`config.mk`:
```
export PLATFORM = sky130hd
export DESIGN_NAME = rti_gen
export DESIGN_NICKNAME = d
export VERILOG_FILES = /design/src/rtl/rti_pkg.sv /design/src/rtl/rti_rate_div.sv /design/src/rtl/rti_regs.sv /design/src/rtl/rti_gen.sv
export SDC_FILE = /design/constraint.sdc
export NUM_CORES = 1
export LEC_CHECK = 0
export CORE_MARGIN = 4
export CORE_UTILIZATION = 48
export CTS_CLUSTER_SIZE = 40
export DETAILED_ROUTE_END_ITERATION = 8
export GPL_ROUTABILITY_DRIVEN = 0
export PLACE_DENSITY = 0.77
export SKIP_LAST_GASP = 1
export SLEW_MARGIN = 30
export SYNTH_ARGS = -nofsm -noshare
export SYNTH_HDL_FRONTEND = slang
export SYNTH_SLANG_ARGS = --single-unit
```
`constraint.sdc`:
```
create_clock -name clk -period 1.9 [get_ports clk]
set_clock_uncertainty 0.1 [all_clocks]
set_input_delay 0.38 -clock clk [delete_from_list [all_inputs] [get_ports clk]]
set_output_delay 0.38 -clock clk [all_outputs]
set_load 0.03 [all_outputs]
```
`src/rtl/rti_pkg.sv`:
```
package rti_pkg;
    localparam logic [1:0] ADDR_CTRL = 2'd0;
    localparam logic [1:0] ADDR_EN   = 2'd1;
    localparam logic [1:0] ADDR_FLAG = 2'd2;
    localparam int         RATE_LSB  = 0;
    localparam int         EN_BIT    = 0;
    localparam int         FLAG_BIT  = 0;
endpackage

```
`src/rtl/rti_rate_div.sv`:
```
module rti_rate_div #(
    parameter int BASE_LOG2 = 13,
    parameter int RATE_W    = 2
) (
    input  logic              clk,
    input  logic              rst_n,
    input  logic [RATE_W-1:0] rate,
    input  logic              restart,
    output logic              tick
);
    localparam int CNT_W = BASE_LOG2 + (1 << RATE_W) - 1;

    typedef struct packed {
        logic [CNT_W-1:0] cnt;
    } div_state_t;

    div_state_t st_d, st_q;
    logic [CNT_W:0]   span_full;
    logic [CNT_W-1:0] last_cnt;

    always_comb begin
        span_full = (CNT_W+1)'(1) << (BASE_LOG2 + int'(rate));
        last_cnt  = CNT_W'(span_full - 1'b1);
        tick      = (st_q.cnt == last_cnt) && !restart;
        st_d      = st_q;
        if (restart || tick) begin
            st_d.cnt = '0;
        end else begin
            st_d.cnt = st_q.cnt + 1'b1;
        end
    end

    always_ff @(posedge clk or negedge rst_n) begin
        if (!rst_n) st_q <= '0;
        else        st_q <= st_d;
    end

    // a restart brings the count back to zero
    assert_restart_zero_R3: assert property (@(posedge clk) disable iff (!rst_n)
        restart |=> (st_q.cnt == '0));
    // after a tick, the next period starts from zero at once
    assert_tick_reload_R7: assert property (@(posedge clk) disable iff (!rst_n)
        tick |=> (st_q.cnt == '0));
    // the count never runs past the end of the selected period
    assert_cnt_bound_R1: assert property (@(posedge clk) disable iff (!rst_n)
        (!restart && $stable(rate)) |=> (st_q.cnt <= last_cnt));
endmodule

```
`src/rtl/rti_regs.sv`:
```
module rti_regs #(
    parameter int RATE_W = 2
) (
    input  logic              clk,
    input  logic              rst_n,
    input  logic              reg_wr,
    input  logic [1:0]        reg_addr,
    input  logic [7:0]        reg_wdata,
    input  logic              tick,
    output logic [7:0]        reg_rdata,
    output logic [RATE_W-1:0] rate,
    output logic              restart,
    output logic              irq
);
    import rti_pkg::*;

    typedef struct packed {
        logic [7:0] ctrl;
        logic [7:0] en;
        logic       flag;
    } reg_state_t;

    reg_state_t st_d, st_q;
    logic wr_ctrl, wr_en, clr_flag;

    always_comb begin
        wr_ctrl  = reg_wr && (reg_addr == ADDR_CTRL);
        wr_en    = reg_wr && (reg_addr == ADDR_EN);
        clr_flag = reg_wr && (reg_addr == ADDR_FLAG) && reg_wdata[FLAG_BIT];
        st_d     = st_q;
        if (wr_ctrl) st_d.ctrl = reg_wdata;
        if (wr_en)   st_d.en   = reg_wdata;
        if (tick)          st_d.flag = 1'b1;
        else if (clr_flag) st_d.flag = 1'b0;
        restart = wr_ctrl;
        rate    = st_q.ctrl[RATE_LSB +: RATE_W];
        irq     = st_q.flag && st_q.en[EN_BIT];
        case (reg_addr)
            ADDR_CTRL: reg_rdata = st_q.ctrl;
            ADDR_EN:   reg_rdata = st_q.en;
            ADDR_FLAG: reg_rdata = 8'(st_q.flag) << FLAG_BIT;
            default:   reg_rdata = '0;
        endcase
    end

    always_ff @(posedge clk or negedge rst_n) begin
        if (!rst_n) st_q <= '0;
        else        st_q <= st_d;
    end

    // the flag only rises after a tick
    assert_flag_from_tick_R2: assert property (@(posedge clk) disable iff (!rst_n)
        $rose(st_q.flag) |-> $past(tick));
    // a control write never sets the flag
    assert_ctrl_no_set_R3: assert property (@(posedge clk) disable iff (!rst_n)
        (wr_ctrl && !st_q.flag) |=> !st_q.flag);
    // a clear with no tick drops the flag
    assert_w1c_R4: assert property (@(posedge clk) disable iff (!rst_n)
        (clr_flag && !tick) |=> !st_q.flag);
    // the request is never raised while disabled
    assert_irq_gated_R6: assert property (@(posedge clk) disable iff (!rst_n)
        irq |-> (st_q.en[EN_BIT] && st_q.flag));
endmodule

```
`src/rtl/rti_gen.sv`:
```
module rti_gen #(
    parameter int BASE_LOG2 = 13,
    parameter int RATE_W    = 2
) (
    input  logic       clk,
    input  logic       rst_n,
    input  logic       reg_wr,
    input  logic [1:0] reg_addr,
    input  logic [7:0] reg_wdata,
    output logic [7:0] reg_rdata,
    output logic       irq
);
    logic [RATE_W-1:0] rate;
    logic              restart;
    logic              tick;

    rti_regs #(.RATE_W(RATE_W)) regs_i (
        .clk(clk), .rst_n(rst_n), .reg_wr(reg_wr), .reg_addr(reg_addr),
        .reg_wdata(reg_wdata), .tick(tick), .reg_rdata(reg_rdata),
        .rate(rate), .restart(restart), .irq(irq)
    );

    rti_rate_div #(.BASE_LOG2(BASE_LOG2), .RATE_W(RATE_W)) div_i (
        .clk(clk), .rst_n(rst_n), .rate(rate), .restart(restart), .tick(tick)
    );
endmodule

```
Yosys cells after proc, flatten, opt, wreduce, memory -nomap -nowiden
Cells that the tools add are included.
Widths: inputs -> output; s select.
{ "totals": {"output_inout_bits": 9, "register_bits": 33, "input_bits": 13} }
{ "classes": {"shifts": 1, "muxes": 4, "addsub": 3, "n_reduce_logical": 10, "n_eq_ne": 3} }
{ "op_table": {"columns": ["op", "count"], "rows": [
  ["$shl 1x32->16 const A", 1],
  ["$pmux 8 s3", 1],
  ["$add 16x1->16 const B", 1],
  ["$eq 16x16->1", 1],
  ["$mux 16", 1],
  ["$sub 16x1->16 const B", 1],
  ["$logic_and 1x1->1", 6],
  ["$add 4x2->5 const A", 1],
  ["$eq 2x1->1 const B", 1],
  ["$eq 2x2->1 const B", 1],
  ["$logic_not 2->1", 1],
  ["$mux 1", 2],
  ["$reduce_bool 2->1", 1],
  ["$logic_not 1->1", 1],
  ["$logic_or 1x1->1", 1]
]} }

Longest topological paths before layout
Gate-level depths: netlist of run 1.
{ "depth": {"word_depth": 7, "ltp_mapped": 6, "mapped_depth_nobuf": 5} }

Hierarchy
A second synthesis of run 1 with hierarchy kept.
{ "unflattened": {"hier_cells": 144, "hier_area_um2": 1721.7} }
{ "by_module_without_submodules": {"columns": ["mod", "area_each_um2", "instances", "cells_each"], "rows": [
  ["rti_rate_div", 899.6, 1, 84],
  ["rti_regs", 822.0, 1, 60]
]} }

Least setup slack after synthesis of run 1
Ideal clock, no wire load.
{ "synth_timing": {"kind": "input port to output port", "start": "input reg_addr[1]", "end": "output reg_rdata[0]", "stages": 3, "path_slack_ns": -0.020, "t_arrival_ns": 1.440, "path_buffers": 1, "cell_sequence": "buf_1 -> mux2i_1 -> o21ai_0"} }
{ "synth_via": {"elab_chain_cells": 2} }
{ "synth_lines": {"columns": ["element", "line", "text"], "rows": [
  ["start, declared", "rti_gen.sv:8", "input logic [1:0] reg_addr,"],
  ["$eq 2x2->1 (tied with other cells)", "rti_regs.sv:38", "case (reg_addr)"],
  ["$pmux 8 s3 *", "rti_regs.sv:38", null],
  ["end, declared", "rti_gen.sv:10", "output logic [7:0] reg_rdata,"]
]} }
Every way passes the cells marked *; elsewhere a longest branch is shown, timed or not.

==> run metrics, run 1 <==
placed cell areas=around 2000 um^2; cell at the root of the clock tree=sky130_fd_sc_hd__clkbuf_4; detailed-routing iteration count for the pre-antenna-repair pass=4; cell type contributing the most total cell area after synthesis=sky130_fd_sc_hd__dfrtp_1; power density over the cells=838 nW/um^2; area enclosed by the die boundary=about 4400 um^2; pre-CTS setup slack=-0.0714 ns; Clk pin slew, worst setup/hold paths=0.11 ns; simple-gate share of the synthesized area=between 10% and 20%; result of the run=finished, final reports clean; signed area change from the synthesized netlist to the final layout=28.2%; mux contribution to synthesized area=between 10% and 20%; wire length per cell after detailed routing=between 10 and 15 um; final instance area=2090 um^2; initial cell density of the core=roughly 52%; max-slew violation total from the final report=0; path type of the worst min-delay path=in -> async; I/O pin count=22; ANT nets after route=0; number of placement rows=20; TritonCTS clock tree=built; largest cells by area after synthesis=sky130_fd_sc_hd__dfrtp_1, sky130_fd_sc_hd__mux2_2, sky130_fd_sc_hd__mux2i_1, sky130_fd_sc_hd__nor3_1, sky130_fd_sc_hd__xor2_1; Final Hold Slack=approximately 0.33 ns; remaining global-route overflow=0; Arr. time, crit path=roughly 2 ns; leakage power figure=between 0.9 and 1 nW; RSZ-0062 raised after global routing=true; commonest cells after routing, fill and taps aside=sky130_fd_sc_hd__dfrtp_1, sky130_fd_sc_hd__buf_4, sky130_fd_sc_hd__mux2_2; final critical-path required period=~1.8 ns; hold-fix buffers at CTS=0; buffering stage count on the worst path with inverters included=0; synthesized flop and latch total=33; delay of the slowest critical-path stage=around 0.54 ns; GR Util All Layers=between 15 and 20%; number of instances in the synthesized netlist=148; yosys synthesis warning count=0; DRC violation count after routing=0; Buffers on Ports=21; final worst path period share=95.9%; most common library cell in the layout ignoring fill and taps=sky130_fd_sc_hd__dfrtp_1; kind of cell adding the most delay to the critical path=simple AND/OR/NAND/NOR gates; crit path capture type=flip-flop; clk_lat worst skew=about 0.34 ns; cell chain of the critical path=ha_2 > nand2_1 > or4_4 > a2111o_1 > a21oi_2; vias in the first global route=between 1000 and 1500; H-tree level count=2; global-route wire length before repair=roughly 5700 um; pin count of the biggest net entering global routing=34; deepest clock path buffer count=2; largest fanout on the critical path=4; required arrival time at the worst endpoint=between 2 and 2.5 ns; kind of critical path=reg -> reg; transition at the pin with the smallest max-transition slack=~0.41 ns; via/cell ratio=5.46; syn_nets=~160; xor/xnor share of the synthesized area=5.36%; HPWL Detailed=2280 um; Post-Synthesis Cell Area=between 1500 and 2000 um^2; total number of vias=around 1300; post-synth cell types=37; peak supply drop=slightly above 0.0006 V; share of post-route cells with drive strength above 1=around 29%; largest family of logic cells by synthesized area=simple AND/OR/NAND/NOR gates; normalized max-slew margin=72.8%; share of the yosys chip area belonging to registers=approximately half; max-capacitance violation count=0; highest clock rate=0.549 GHz; number of antenna violations at the first check in global routing=0; share of the synthesized area in the top cell type=just over 50%; net total in the final layout=200; Setup violations, final=0; synthesized area per cell=11.0 um^2; number of DRC markers after the initial detailed-route iteration=44; count of endpoints failing hold in the final timing report=0; clock sink count=33; Routed WL=roughly 3300 um; height of the die=66.3 um; minimum setup slack in the final design=0.0776 ns; startpoint class of the critical path=flip-flop; Die Span X=around 66 um; count of fill cells added during filler insertion=266; area of the core=about 3200 um^2; Compound-Gate Fraction of Synth Area=between 6 and 7%; post-synthesis adder-cell area fraction=less than 1%; number of CTS-inserted buffers=5; antenna cells=0; critical path's slowest cell=sky130_fd_sc_hd__or4_4
## path summary, 6_finish.rpt
check | start | to | slack, ns | cells after the start
min in group clk | regs_i.st_q[13]$_DFFE_PN0P_ | regs_i.st_q[13]$_DFFE_PN0P_ | 0.41 | 1
worst max-delay path | div_i.st_q[0]$_DFF_PN0_ | div_i.st_q[14]$_DFF_PN0_ | 0.08 | 5
max in group asynchronous | rst_n | div_i.st_q[7]$_DFF_PN0_ | 1.07 | 2
worst max register to register | div_i.st_q[0]$_DFF_PN0_ | div_i.st_q[14]$_DFF_PN0_ | 0.08 | 5
worst min register to register | regs_i.st_q[13]$_DFFE_PN0P_ | regs_i.st_q[13]$_DFFE_PN0P_ | 0.41 | 1
worst min-delay path | rst_n | regs_i.st_q[15]$_DFFE_PN0P_ | 0.33 | 2
## what timing repair did
action	in CTS	in global routing
gates resized for setup	3	2
gates cloned	1	0
buffers inserted	0	2
pin swaps	0	2
endpoints found under the setup margin	9	14
## synth_stat cells
| cell | count |
|---|---|
| sky130_fd_sc_hd__a2111o_1 | 1 |
| sky130_fd_sc_hd__a211oi_1 | 3 |
| sky130_fd_sc_hd__a21oi_1 | 3 |
| sky130_fd_sc_hd__a221oi_1 | 1 |
| sky130_fd_sc_hd__a31o_2 | 1 |
| sky130_fd_sc_hd__and2_0 | 1 |
| sky130_fd_sc_hd__and2_1 | 2 |
| sky130_fd_sc_hd__and3_1 | 1 |
| sky130_fd_sc_hd__and3_2 | 1 |
| sky130_fd_sc_hd__and4_1 | 1 |
| sky130_fd_sc_hd__buf_1 | 1 |
| sky130_fd_sc_hd__buf_2 | 2 |
| sky130_fd_sc_hd__buf_4 | 1 |
| sky130_fd_sc_hd__clkbuf_1 | 1 |
| sky130_fd_sc_hd__dfrtp_1 | 33 |
| sky130_fd_sc_hd__ha_1 | 1 |
| sky130_fd_sc_hd__inv_1 | 2 |
| sky130_fd_sc_hd__mux2_2 | 16 |
| sky130_fd_sc_hd__mux2i_1 | 8 |
| sky130_fd_sc_hd__nand2_1 | 6 |
| sky130_fd_sc_hd__nand2b_1 | 1 |
| sky130_fd_sc_hd__nand3_1 | 5 |
| sky130_fd_sc_hd__nand3_2 | 1 |
| sky130_fd_sc_hd__nand3b_1 | 2 |
| sky130_fd_sc_hd__nand4_1 | 4 |
| sky130_fd_sc_hd__nor2_1 | 11 |
| sky130_fd_sc_hd__nor2b_1 | 1 |
| sky130_fd_sc_hd__nor3_1 | 12 |
| sky130_fd_sc_hd__nor3b_1 | 2 |
| sky130_fd_sc_hd__o21ai_0 | 6 |
| sky130_fd_sc_hd__o31ai_1 | 1 |
| sky130_fd_sc_hd__or2_1 | 1 |
| sky130_fd_sc_hd__or3_1 | 3 |
| sky130_fd_sc_hd__or4_1 | 1 |
| sky130_fd_sc_hd__or4_4 | 1 |
| sky130_fd_sc_hd__xnor2_1 | 4 |
| sky130_fd_sc_hd__xor2_1 | 6 |
## sequential cells by signal, summed over array words and instances, names as in the netlist
register     flops
div_i.st_q      16
regs_i.st_q     15
regs_i.rate      2
## cell families (layout without fill, tap and decap cells)
kind of cell               Yosys count  after routing
AOI/OAI and AO/OA                   16             16
muxes                               24             24
adders and majority gates            1              1
xor gates and xnor gates            10             10
and+or+nand+nor                     57             57
buffers and inverters                7             46
DFF                                 33             33
## metrics by stage
step                      util, %  setup TNS (ns)  total power [mW]  std cells
after detailed placement     62.6           -1.20              1.31        220
final                        66.4               0              1.76        231
after CTS                    65.8               0              1.77        229
after global routing         66.4         -0.0597              1.87        231
after global placement       62.6          -0.352              1.29        220
after floorplan                 -               0              1.15        148
## layout make-up
| type | instances | area (um^2) | area share (%) |
|---|---|---|---|
| flip-flops and latches | 33 | 826 | 39.4 |
| multi-input cells | 108 | 787 | 37.6 |
| repair buffers | 36 | 349 | 16.7 |
| clock buffers | 7 | 65.1 | 3.11 |
| well taps | 44 | 55.1 | 2.63 |
| inverters | 2 | 7.51 | 0.358 |
| clock inverters | 1 | 5.00 | 0.239 |
## routing by layer
layer  vias up  global-route usage, %  part of all wire, %
li1        609                      -                    -
met2        17                   28.3                   51
met3         5                   6.46                  3.7
met4         0                   7.61                  1.7
met1       630                   20.9                   44
met5         -                      0                    0
## power breakdown
| group | internal [mW] | switching, mW |
|---|---|---|
| Combinational | 0.219 | 0.191 |
| Clock | 0.214 | 0.236 |
| Sequential | 0.810 | 0.0856 |
No activity file was read; power rests on OpenSTA's default activity.
==> inputs of run 2 (changes only) <==
PLACE_DENSITY = 0.85   (was 0.77)
==> run 2 against run 1 <==
  * Non-clock buffer count rose by 2
  * Clock power rose by 44%
  * Critical endpoint unchanged
  * Highest routed layer unchanged
  * Largest cell class unchanged
  * Utilization rose by 1.0 points
  * Routed wire length rose by 8.9%
==> run metrics, run 2 (synthesized netlist as in run 1, its figures left out) <==
area of the core=3150 um^2 (unchanged); via/cell ratio=5.50 (+0.71%); wire length per cell after detailed routing=15.2 um (+7.9%); max-slew violation total from the final report=0 (unchanged); highest clock rate=0.546 GHz (-0.50%); kind of critical path=reg -> reg; power density over the cells=927 nW/um^2 (+11%); max-capacitance violation count=0 (unchanged); switching power as a share of total power=26.9% (-2.3 points); Power Internal=1.44 mW (+16%); H-tree level count=2 (unchanged); startpoint class of the critical path=flip-flop; HPWL Detailed=2540 um (+11%); r2r endpoint=div_i.st_q[14]$_DFF_PN0_; total number of vias=1281 (+1.6%); final critical-path required period=1.83 ns (+0.00924 ns); result of the run=finished, final reports clean; area enclosed by the die boundary=4400 um^2 (unchanged); transition at the pin with the smallest max-transition slack=0.409 ns (+0.00125 ns); detailed-routing iteration count for the pre-antenna-repair pass=4 (unchanged); antenna cells=0 (unchanged); path type of the worst min-delay path=in -> async; most common library cell in the layout ignoring fill and taps=sky130_fd_sc_hd__dfrtp_1; DRC violation count after routing=0 (unchanged); Die Span X=66.3 um (unchanged); net total in the final layout=202 (+1.0%); initial cell density of the core=51.8% (unchanged); Final Core Density=67.5% (+1.0 points); number of CTS-inserted buffers=5 (unchanged); number of antenna violations at the first check in global routing=0 (unchanged); Reg-to-Reg Start=div_i.st_q[7]$_DFF_PN0_; critical path startpoint=div_i.st_q[7]$_DFF_PN0_; hold-fix buffers at CTS=0 (unchanged); Buffers on Ports=21 (unchanged); required arrival time at the worst endpoint=2.07 ns (about the same); TritonCTS clock tree=built; number of DRC markers after the initial detailed-route iteration=39 (-11%); commonest cells after routing, fill and taps aside=sky130_fd_sc_hd__dfrtp_1, sky130_fd_sc_hd__buf_4, sky130_fd_sc_hd__mux2_2; count of endpoints failing hold in the final timing report=0 (unchanged); part of the power in registers=45.7% (-5.3 points); clk_lat worst skew=0.34 ns (about the same); leakage power figure=0.928 nW (+1.8%); Arr. time, crit path=2.00 ns (about the same); ANT nets after route=0 (unchanged); total net switching power=0.531 mW (+3.6%); number of placement rows=20 (unchanged); register name with the most flops=div_i.st_q; final worst path period share=96.4% (+0.49 points); remaining global-route overflow=0 (unchanged); Critical path destination=div_i.st_q[14]$_DFF_PN0_; clock sink count=33 (unchanged); GR Util All Layers=18.6% (+1.0 points); Routed WL=3550 um (+8.9%); reg-to-reg setup timing slack=0.07 ns (about the same); Clk pin slew, worst setup/hold paths=0.10 ns (about the same); peak supply drop=0.000750 V (+24%); Combinational Power Share=21.3% (-2.0 points); vias in the first global route=1350 (+7.7%); deepest clock path buffer count=2 (unchanged); Final Hold Slack=0.339 ns (+0.00867 ns); power share of the clock group=32.9% (+7.3 points); signed area change from the synthesized netlist to the final layout=30.2%; RSZ-0062 raised after global routing=false; share of post-route cells with drive strength above 1=29.6% (+0.75 points); height of the die=66.3 um (unchanged); normalized max-slew margin=72.7% (-0.083 points); Setup violations, final=0 (unchanged); crit path capture type=flip-flop; number of flip-flops under the largest register name=16 (unchanged); largest fanout on the critical path=5 (+1); cell at the root of the clock tree=sky130_fd_sc_hd__clkbuf_4; I/O pin count=22 (unchanged); global-route wire length before repair=6080 um (+7.2%); pin count of the biggest net entering global routing=34 (unchanged); worst-case reg-to-reg path depth=4 (-1)
run 2: area by class of cell:
| class | count | area [um^2] |
|---|---|---|
| tap | 44 | 55.1 |
| fill | 252 | 1030 |
| timing repair buffer | 38 | 352 |
| clock inverter | 3 | 65.1 |
| multi-input combinational | 108 | 783 |
| clock buffer | 5 | 37.5 |
| inverter | 2 | 7.51 |
| sequential | 33 | 827 |
run 2: critical path, stage by stage, from the launching register on:
cell and delay (ns):
sky130_fd_sc_hd__dfrtp_1 0.42, sky130_fd_sc_hd__nand4_1 0.18, sky130_fd_sc_hd__or4_4 0.54, sky130_fd_sc_hd__a2111o_1 0.39, sky130_fd_sc_hd__a21oi_1 0.14
run 2: metrics by stage:
| stage | TNS, ns | total power, mW | setup WS (ns) | instance area [um^2] | cells |
|---|---|---|---|---|---|
| 2_1_floorplan | 0 | 1.15 | 0.0188 | 1630 | 148 |
| 3_3_place_gp | -0.394 | 1.29 | -0.0525 | 1980 | 222 |
| 3_5_place_dp | -0.788 | 1.32 | -0.0817 | 1980 | 222 |
| 6_report | 0 | 1.97 | 0.0683 | 2130 | 233 |
| 4_1_cts | 0 | 1.99 | 0.0111 | 2120 | 233 |
| 5_1_grt | 0 | 2.08 | 0.00884 | 2130 | 233 |
run 2: repair_timing:
item / CTS / global route
cloned: 1 / 0
setup endpoints to repair: 10 / 14
pin swaps: 0 / 1
gates resized for setup: 3 / 2
hold endpoints to repair: 0 / 0
buffers inserted: 2 / 0
run 2: how the worst min path moves through the flow:
stage / cells past startpoint / start / to / slack (ns)
floorplan: 0 / rst_n / div_i.st_q[0]$_DFF_PN0_ / -0.02
global placement: 1 / div_i.st_q[0]$_DFF_PN0_ / div_i.st_q[0]$_DFF_PN0_ / 0.35
detailed placement: 1 / div_i.st_q[0]$_DFF_PN0_ / div_i.st_q[0]$_DFF_PN0_ / 0.35
CTS: 2 / rst_n / regs_i.st_q[1]$_DFFE_PN0P_ / 0.34
global route: 2 / rst_n / regs_i.st_q[0]$_DFFE_PN0P_ / 0.36
finish: 2 / rst_n / regs_i.st_q[0]$_DFFE_PN0P_ / 0.34
run 2: power groups by stage:
stage | combinational [mW] | clock [mW] | sequential, mW
2_1_floorplan | 0.257 | 0 | 0.889
3_3_place_gp | 0.384 | 0 | 0.901
3_5_place_dp | 0.409 | 0 | 0.913
4_1_cts | 0.424 | 0.668 | 0.899
5_1_grt | 0.465 | 0.700 | 0.917
6_report | 0.421 | 0.650 | 0.902
run 2: routing by layer:
layer | global-route usage (%) | vias up | part of all wire (%)
met4 | 9.14 | 0 | 1.9
met3 | 4.76 | 7 | 5.2
met1 | 19.8 | 624 | 41
li1 | - | 618 | -
met5 | 0 | - | 0
met2 | 33.5 | 32 | 52
